--- config.mk ---
export PLATFORM = sky130hd
export DESIGN_NAME = i2c_modectl
export DESIGN_NICKNAME = d
export VERILOG_FILES = /design/src/rtl/i2c_modectl_pkg.sv /design/src/rtl/i2c_modectl_cfg.sv /design/src/rtl/i2c_modectl_dir.sv /design/src/rtl/i2c_modectl.sv
export SDC_FILE = /design/constraint.sdc
export NUM_CORES = 1
export LEC_CHECK = 0
export BUFFER_PORTS_ARGS = -buffer_cell sky130_fd_sc_hd__buf_2
export CORE_AREA = 2 2 40 42
export DETAILED_ROUTE_END_ITERATION = 8
export DIE_AREA = 0 0 42 44
export PLACE_DENSITY = 0.7
export SKIP_CTS_REPAIR_TIMING = 1
export SLEW_MARGIN = 20
export SYNTH_ARGS = -nofsm -noshare
export SYNTH_HDL_FRONTEND = slang
export SYNTH_SLANG_ARGS = --single-unit
export TNS_END_PERCENT = 100
--- constraint.sdc ---
create_clock -name clk -period 1.25 [get_ports clk]
set_input_delay 0.25 -clock clk [delete_from_list [all_inputs] [get_ports clk]]
set_output_delay 0.25 -clock clk [all_outputs]
set_load 0.01 [all_outputs]
--- src/rtl/i2c_modectl_pkg.sv ---
package i2c_modectl_pkg;
  localparam int REG_W  = 8;
  localparam int EN_BIT = REG_W - 1;
  localparam int IE_BIT = REG_W - 2;
  localparam int MS_BIT = REG_W - 3;
  localparam int TX_BIT = REG_W - 4;
  localparam int LOW_W  = REG_W - 4;

  typedef enum logic [1:0] {
    MODE_SLV_RX = 2'b00,
    MODE_SLV_TX = 2'b01,
    MODE_MST_RX = 2'b10,
    MODE_MST_TX = 2'b11
  } bus_mode_e;
endpackage

--- src/rtl/i2c_modectl_cfg.sv ---
module i2c_modectl_cfg
  import i2c_modectl_pkg::*;
(
  input  logic             clk,
  input  logic             rst,
  input  logic             wr_en,
  input  logic [REG_W-1:0] wr_data,
  input  logic             irq_in,
  output logic             en_q,
  output logic             ie_q,
  output logic [LOW_W-1:0] low_q,
  output logic             irq_out,
  output logic             bank_sel
);
  always_ff @(posedge clk) begin
    if (rst) begin
      en_q     <= 1'b0;
      ie_q     <= 1'b0;
      low_q    <= '0;
      irq_out  <= 1'b0;
      bank_sel <= 1'b0;
    end else begin
      irq_out <= irq_in & ie_q;
      if (wr_en) begin
        en_q     <= wr_data[EN_BIT];
        ie_q     <= wr_data[IE_BIT];
        low_q    <= wr_data[LOW_W-1:0];
        bank_sel <= wr_data[EN_BIT];
      end
    end
  end
endmodule

--- src/rtl/i2c_modectl_dir.sv ---
module i2c_modectl_dir
  import i2c_modectl_pkg::*;
(
  input  logic clk,
  input  logic rst,
  input  logic en_q,
  input  logic wr_en,
  input  logic wr_en_bit,
  input  logic wr_ms,
  input  logic wr_tx,
  input  logic xfer_busy,
  input  logic ninth_rise,
  input  logic arb_lost,
  input  logic first_frame,
  input  logic rw_bit,
  output logic ms_q,
  output logic tx_q
);
  logic pend_q, pval_q;
  logic ms_n, tx_n, pend_n, pval_n;
  logic hw_arb, hw_ff;

  assign hw_arb = en_q & arb_lost & ms_q;
  assign hw_ff  = en_q & first_frame & ~hw_arb &
                  (bus_mode_e'({ms_q, tx_q}) == MODE_SLV_RX);

  always_comb begin
    ms_n   = ms_q;
    tx_n   = tx_q;
    pend_n = pend_q;
    pval_n = pval_q;
    if (hw_arb) begin
      ms_n   = 1'b0;
      tx_n   = 1'b0;
      pend_n = 1'b0;
    end else if (hw_ff) begin
      tx_n = rw_bit;
    end else begin
      if (ninth_rise && pend_q) begin
        tx_n   = pval_q;
        pend_n = 1'b0;
      end
      if (wr_en) begin
        ms_n = wr_ms;
        if (xfer_busy) begin
          pend_n = 1'b1;
          pval_n = wr_tx;
        end else begin
          tx_n   = wr_tx;
          pend_n = 1'b0;
        end
      end
    end
    if (!en_q || (wr_en && !wr_en_bit)) pend_n = 1'b0;
  end

  always_ff @(posedge clk) begin
    if (rst) begin
      ms_q   <= 1'b0;
      tx_q   <= 1'b0;
      pend_q <= 1'b0;
      pval_q <= 1'b0;
    end else begin
      ms_q   <= ms_n;
      tx_q   <= tx_n;
      pend_q <= pend_n;
      pval_q <= pval_n;
    end
  end
endmodule

--- src/rtl/i2c_modectl.sv ---
module i2c_modectl
  import i2c_modectl_pkg::*;
(
  input  logic             clk,
  input  logic             rst,
  input  logic             wr_en,
  input  logic [REG_W-1:0] wr_data,
  input  logic             xfer_busy,
  input  logic             ninth_rise,
  input  logic             arb_lost,
  input  logic             first_frame,
  input  logic             rw_bit,
  input  logic             irq_in,
  output logic [REG_W-1:0] rd_data,
  output logic [1:0]       mode,
  output logic             irq_out,
  output logic             bank_sel
);
  logic             en_q, ie_q, ms_q, tx_q;
  logic [LOW_W-1:0] low_q;

  i2c_modectl_cfg u_cfg (
    .clk(clk), .rst(rst), .wr_en(wr_en), .wr_data(wr_data),
    .irq_in(irq_in), .en_q(en_q), .ie_q(ie_q), .low_q(low_q),
    .irq_out(irq_out), .bank_sel(bank_sel)
  );

  i2c_modectl_dir u_dir (
    .clk(clk), .rst(rst), .en_q(en_q), .wr_en(wr_en),
    .wr_en_bit(wr_data[EN_BIT]), .wr_ms(wr_data[MS_BIT]),
    .wr_tx(wr_data[TX_BIT]), .xfer_busy(xfer_busy),
    .ninth_rise(ninth_rise), .arb_lost(arb_lost),
    .first_frame(first_frame), .rw_bit(rw_bit),
    .ms_q(ms_q), .tx_q(tx_q)
  );

  assign rd_data = {en_q, ie_q, ms_q, tx_q, low_q};
  assign mode    = {ms_q, tx_q};
endmodule

**Word level (Yosys, flattened, before mapping)**

Cells that the tools add are included.

- Register bits: 11
- Input bits: 17
- Output and inout port bits: 12
- Logic and storage cells: 35

- Muxes and demuxes: 7
- Bitwise operators: 8
- Reduce and logical (&&, ||, !) cells: 12

Operators with widths:

| operator | number |
|---|---|
| $mux 1 | 7 |
| $and 1x1->1 | 6 |
| $reduce_and 2->1 | 2 |
| $reduce_and 4->1 | 1 |
| $reduce_or 3->1 | 1 |
| $logic_and 1x1->1 | 2 |
| $logic_not 1->1 | 2 |
| $logic_not 2->1 | 1 |
| $not 1->1 | 2 |
| $reduce_bool 2->1 | 1 |
| $reduce_or 2->1 | 1 |
| $logic_or 1x1->1 | 1 |

**Depth between registers and ports, before layout**

Gate-level depths: netlist (run 1).

- Word-level depth: 7
- Mapped depth: 4

**By module**

Synthesis (run 1) repeated with hierarchy kept, for this count alone.

- Cells, all modules: 56
- Area, all modules: 548.0 sq um

Modules (own cells, without submodules):

| module | instances | cells an instance | area an instance (sq um) |
|---|---|---|---|
| i2c_modectl_dir | 1 | 27 | 254.0 |
| i2c_modectl_cfg | 1 | 23 | 249.0 |
| i2c_modectl | 1 | 6 | 45.0 |

**Worst setup path after synthesis (run 1)**

OpenSTA, ideal clock, no wires.

- Kind: register to register
- Start point: register u_cfg.en_q
- End point: register u_dir.pend_q
- Setup time: 86 ps
- Arrival time: 1059 ps
- Required time: 1164 ps
- Path slack: 105 ps
- Stages on the path, launching flop included: 5
- Path buffers: 1
- Path through: dfxtp_1 > nand4bb_1 > buf_4 > a21bo_1 > a221oi_2

- Word-level cells in the longest chain between the ends: 7

Ends and longest elaborated chain:

| what | line | text |
|---|---|---|
| start: declaration | i2c_modectl_cfg.sv:9 | `output logic en_q,` |
| start signal: assignment | i2c_modectl_cfg.sv:25 | `en_q <= wr_data[EN_BIT];` |
| $and 1x1->1 (2 in series) | i2c_modectl_dir.sv:23 | `assign hw_arb = en_q & arb_lost & ms_q;` |
| $not 1->1 (no line) | -- |  |
| $and 1x1->1 (2 in series) | i2c_modectl_dir.sv:24 | `assign hw_ff = en_q & first_frame & ~hw_arb &` |
| $not 1->1 (no line) | -- |  |
| $reduce_and 2->1 (no line) | -- |  |
| end signal: assignment | i2c_modectl_dir.sv:66 | `pend_q <= pend_n;` |
| end: declaration | i2c_modectl_dir.sv:19 | `logic pend_q, pval_q;` |

Parallel ways exist; a longest one is shown, timed or not.
A chain may end at the register's enable or synchronous reset.

**Worst setup path after layout (run 1)**

- Start point: register u_dir.tx_q
- End point: register u_dir.pend_q

- Word-level cells in the longest chain between the ends: 4

Ends and longest elaborated chain:

| what | line | text |
|---|---|---|
| start: declaration | i2c_modectl_dir.sv:17 | `output logic tx_q` |
| start signal: assignment | i2c_modectl_dir.sv:65 | `tx_q <= tx_n;` |
| $logic_not 2->1 | i2c_modectl_dir.sv:25 | `(bus_mode_e'({ms_q, tx_q}) == MODE_SLV_RX);` |
| $and 1x1->1 | i2c_modectl_dir.sv:24 |  |
| $not 1->1 (no line) | -- |  |
| $reduce_and 2->1 (no line) | -- |  |

Every way passes these cells.

==> run_results.csv, run 1 <==
group,metric,value,unit
run_status,status,"finished clean",
finish,fin_nets,100,
worst_setup_path,cp.arrival,1370,ps
worst_hold_path,hold_path_class,"in -> reg",
job,cap_violations,0,
clock_network,htreeDepth,1,
timing,fin_skew,0.880,ps
synthesis,async_reset_ff_share,0,%
synthesis,ys.warnings.count,0,
route,ant_nets,0,
synthesis,synth_edf_count,0,
power,p_leak,0.000365,uW
worst_setup_path,crit_required,1430,ps
die,dieArea,1850,sq um
clock_network,clock_sinks,11,
synthesis,syn_avg_cell_area,9.80,sq um
synthesis,synth-simple-area-share,23.9,%
synthesis,yosysMostFrequentCell,"dfxtp_1",
worst_setup_path,path_max_fanout,6,
synthesis,synth_area_leaders,"dfxtp_1 41%, mux2i_1 17%, buf_4 9.7%",
route,drtPass1Iterations,4,
die,start_util,38.0,%
global_routing,grt_use_met1,18.6,%
timing,fin_setup_tns,0,ps
place,gp_congestion,0.828,
worst_setup_path,path_class,"reg -> reg",
global_routing,met2_usage,21.3,%
clock_network,insertion_delay,260,ps
synthesis,synth_mux_area_share,16.7,%
finish,antenna_cells,0,
finish,drive_gt1_share,45.1,%
timing,period_share,94.9,%
power,pwr_density_cell,1070,nW/um^2
die,fp.dieH,44,um
synthesis,synth_seq_area_share,40.8,%
timing,rsz0062_at_grt,"no",
global_routing,grt_overflow,0,
synthesis,synth_largest_area_cell,"dfxtp_1",
synthesis,ys_top_cells_by_count,"11 x dfxtp_1, 9 x mux2i_1, 7 x buf_4, 6 x nor2_1, 5 x nand2b_1",
global_routing,grt_most_used_layer,"met2",
synthesis,synth_top_area_share,40.8,%
timing,tightest_slew,197,ps
finish,syn_to_final_growth,29.7,%
worst_setup_path,worstSetupEndpointType,"flip-flop",
synthesis,synthAdderAreaFrac,0,%
route,drt-total-wl,1.10,mm
global_routing,grt_max_degree,12,
route,wl_per_cell,11.2,um
synthesis,synth-xor-area-share,0,%
timing,slew_headroom,86.8,%
synthesis,synth-compound-area-share,7.19,%
timing,period_minus_slack,1190,ps
die,core-area,1420,sq um
global_routing,grt_pass1_wl,1.96,mm
clock_network,cts_tree,"done",
die,row_count,14,
clock_network,clockBufferDepth,2,
timing,hold_viol_final,0,
finish,final_area,699,sq um
global_routing,grt_use_met3,5.00,%
global_routing,grt_pass1_vias,425,
worst_setup_path,start_kind,"flip-flop",
clock_network,cts-root-buf,"clkbuf_4",
place,portBuffers,28,
route,drc,0,
route,drt-initial-drc-count,4,
die,io_pins,29,
route,viasPerCell,4.92,
global_routing,grt_usage,14.4,%
clock_network,clk_pin_slew,70,ps
timing,fmaxAchievable,0.843,GHz
power,vdd_drop_max,0.000549,V
power,power,748,uW
synthesis,synthFlopType,"dfxtp_1",
synthesis,synth.distinct_cells,20,
synthesis,synth_top_family_by_area,"simple AND/OR/NAND/NOR gates",
global_routing,grt_antenna_before_repair,0,
synthesis,syn_area,539,sq um
synthesis,synthCells,55,
synthesis,ys_ff_latch,11,
timing,finalSetupViolations,0,
die,die-width,42,um
place,placed_cell_area,668,sq um
synthesis,synth.net_count,72,
timing,final_max_slew_viol_count,0,
clock_network,numCtsBuffers,3,
route,vias,482,
-- final cells by class --
class                   count  area (sq um)
fillers                   138           719
flip-flops and latches     11           220
clock buffers               4          26.3
repair buffers             32           170
multi-input cells          35           263
well taps                  16          20.0
-- critical path, stage by stage (launching register included) --
cell and delay, ps:
dfxtp_1 330, nand4bb_2 340, a21bo_1 230, a221oi_2 210
-- cell usage in the layout, fill, tap and decap left out, types with 3 or more instances in the layout --
| cell | synthesis | layout |
|---|---|---|
| mux2i_1 | 9 | 9 |
| buf_4 | 7 | 4 |
| nand3_1 | 3 | 3 |
| nor2_1 | 6 | 6 |
| buf_2 | 1 | 28 |
| nand2b_1 | 5 | 5 |
| dfxtp_1 | 11 | 11 |
| clkbuf_4 | 0 | 3 |
-- state kept, by name (all words and copies together), names as in the netlist --
name / cells
u_dir.tx_q: 1
u_cfg.irq_out: 1
u_cfg.ie_q: 1
u_cfg.low_q: 4
u_dir.pend_q: 1
u_cfg.en_q: 1
u_dir.ms_q: 1
u_dir.pval_q: 1
-- metal layers --
layer,part of all wire (%),up-vias,routed length [um]
met1,44,215,483
met2,46,26,510
li1,-,239,-
met4,0.73,0,8
met3,8.8,2,97
met5,0,-,0
-- stage by stage --
stage / util, % / setup WS [ps] / std cells / hold WS [ps]
global placement: 47.1 / 74.7 / 94 / 460
floorplan: - / 105 / 55 / 341
CTS: 48.9 / 35.2 / 98 / 180
global route: 49.3 / 14.4 / 98 / 186
detailed placement: 47.1 / 39.5 / 94 / 464
finish: 49.3 / 64.0 / 98 / 192
-- cell families (layout without fill, tap and decap cells) --
group,after synthesis,after routing
AOI/OAI and AO/OA,4,4
muxes,9,9
and+or+nand+nor,22,22
buffers and inverters,9,36
DFF,11,11
-- power breakdown --
part / switching [uW] / internal [uW]
registers: 10.4 / 369
logic: 63.0 / 70.5
clock network: 111 / 123
-- final timing paths --
check | from | end | slack, ps | depth (start not counted)
worst max-delay path | u_dir.tx_q | u_dir.pend_q | 60 | 3
worst min-delay path | arb_lost | u_dir.pend_q | 190 | 2
worst max register to register | u_dir.tx_q | u_dir.pend_q | 60 | 3
worst min register to register | u_dir.pval_q | u_dir.pval_q | 480 | 2
(Power assumes the default switching activity.)
==> inputs of run 2 (changes only) <==
--- a/config.mk
+++ b/config.mk
@@ -6,10 +6,10 @@
 export NUM_CORES = 1
 export LEC_CHECK = 0
 export BUFFER_PORTS_ARGS = -buffer_cell sky130_fd_sc_hd__buf_2
-export CORE_AREA = 2 2 40 42
+export CORE_AREA = 2 2 41 43
 export DETAILED_ROUTE_END_ITERATION = 8
-export DIE_AREA = 0 0 42 44
-export PLACE_DENSITY = 0.7
+export DIE_AREA = 0 0 43 45
+export PLACE_DENSITY = 0.67
 export SKIP_CTS_REPAIR_TIMING = 1
 export SLEW_MARGIN = 20
 export SYNTH_ARGS = -nofsm -noshare
==> run 2 against run 1 <==
Net effect:
- via count shrank 2.3%
- non-clock buffer count shrank 1
- wire length grew 2.4%
- flip-flop and latch count is the same
- die area grew 4.7%
- setup slack lost 7.8 ps
- global-route usage shrank 1.6 points
- fmax shrank 0.65%
- combinational power is essentially flat
- hold slack lost 8.6 ps
- largest power group unchanged
==> run_results.csv, run 2 (synthesis results as in run 1) <==
group,metric,value,unit
run_status,status,"finished clean",
finish,largest_register_ffs,4,
power,power,756,uW
die,row_count,14,
place,placed_cell_area,661,sq um
clock_network,numCtsBuffers,3,
finish,fillers,158,
clock_network,clock_sinks,11,
route,met3WireLength,103,um
worst_setup_path,worstSetupEndpointType,"output port",
clock_network,clk_pin_slew,70,ps
die,start_util,36.6,%
global_routing,grt_max_degree,12,
timing,whs,183,ps
timing,rsz0062_at_grt,"no",
timing,hold_viol_final,0,
route,wl_per_cell,11.6,um
route,wl_met1,490,um
finish,largest-register,"u_cfg.low_q",
die,io_pins,29,
timing,slew_headroom,87.7,%
power,pwr_density_cell,1080,nW/um^2
worst_setup_path,cp.arrival,940,ps
worst_hold_path,hold_path_class,"in -> reg",
worst_setup_path,crit_required,1000,ps
route,drc,0,
clock_network,cts_tree,"done",
worst_setup_path,path_max_fanout,5,
global_routing,grt_pass1_wl,1.79,mm
global_routing,grt_usage,12.9,%
place,gp_congestion,0.773,
route,topRoutingLayerUsed,"met3",
global_routing,grt_pass1_vias,451,
job,cap_violations,0,
finish,drive_gt1_share,44.4,%
global_routing,grt_antenna_before_repair,0,
finish,fin_nets,99,
route,drtPass1Iterations,2,
timing,period_minus_slack,1190,ps
clock_network,clockBufferDepth,2,
die,core-area,1470,sq um
finish,final_cell_mix,"28 x buf_2, 11 x dfxtp_1, 9 x mux2i_1, 6 x nor2_1, 5 x nand2b_1",
timing,period_share,95.5,%
finish,antenna_cells,0,
place,portBuffers,28,
route,drt-initial-drc-count,3,
finish,syn_to_final_growth,30.4,%
route,ant_nets,0,
clock_network,insertion_delay,260,ps
timing,finalSetupViolations,0,
die,dieArea,1940,sq um
die,fp.dieH,45,um
route,drt-total-wl,1.13,mm
timing,final_max_slew_viol_count,0,
global_routing,grt_overflow,0,
timing,fin_skew,0.550,ps
worst_setup_path,start_kind,"flip-flop",
route,viasPerCell,4.86,
timing,fin_setup_tns,0,ps
clock_network,cts-root-buf,"clkbuf_4",
worst_setup_path,path_class,"reg -> out",
route,vias,471,
timing,tightest_slew,184,ps
power,vdd_drop_max,0.000562,V
worst_setup_path,worst-r2r-setup-slack,130,ps
route,wl_met2,532,um
timing,fmaxAchievable,0.838,GHz
finish,mostFrequentLayoutCell,"buf_2",
clock_network,htreeDepth,1,
finish,fin_util,47.8,%
place,place_hpwl,887,um
power,p_leak,0.000361,uW
die,die-width,43,um
finish,final_area,703,sq um
[run 2: changes by cell type in the layout (fill, tap and decap cells not counted), sizes merged]
cell / change
buf: -1
[run 2: worst paths after layout]
kind                     start            to  depth (start not counted)
setup / recovery    u_cfg.en_q    rd_data[7]                          2
hold / removal        arb_lost  u_dir.pend_q                          2
setup reg to reg    u_dir.tx_q  u_dir.pend_q                          3
hold reg to reg   u_dir.pval_q  u_dir.pval_q                          2
[run 2: power by group]
| group | switching (uW) | internal (uW) | leakage [uW] | total, uW |
|---|---|---|---|---|
| Clock | 118 | 123 | 0.0000150 | 241 |
| Sequential | 10.9 | 369 | 0.0000904 | 380 |
| Combinational | 63.4 | 71.2 | 0.000256 | 135 |
[run 2: area by class of cell]
type / instances / area (sq um) / share of cell area, %
Tap cell: 16 / 20.0 / 2.85
Sequential cell: 11 / 220 / 31.3
Timing Repair Buffer: 31 / 163 / 23.1
Multi-Input combinational cell: 35 / 274 / 39.0
Clock buffer: 4 / 26.3 / 3.74
[run 2: per-layer routing]
layer	up-vias	global-route usage, %
met4	0	7.27
met5	-	0
met2	22	20.9
li1	235	-
met3	0	4.00
met1	214	15.2
[run 2: critical path, stage by stage, from the launching register on]
cell and delay, ps:
dfxtp_1 400, buf_4 160, buf_2 120
[run 2: through the flow]
stage                     cells  setup WS, ps
after global routing         97         0.610
after global placement       93          73.1
after CTS                    97         -4.95
after detailed placement     93          2.36
after floorplan              55           105
final                        97          56.3
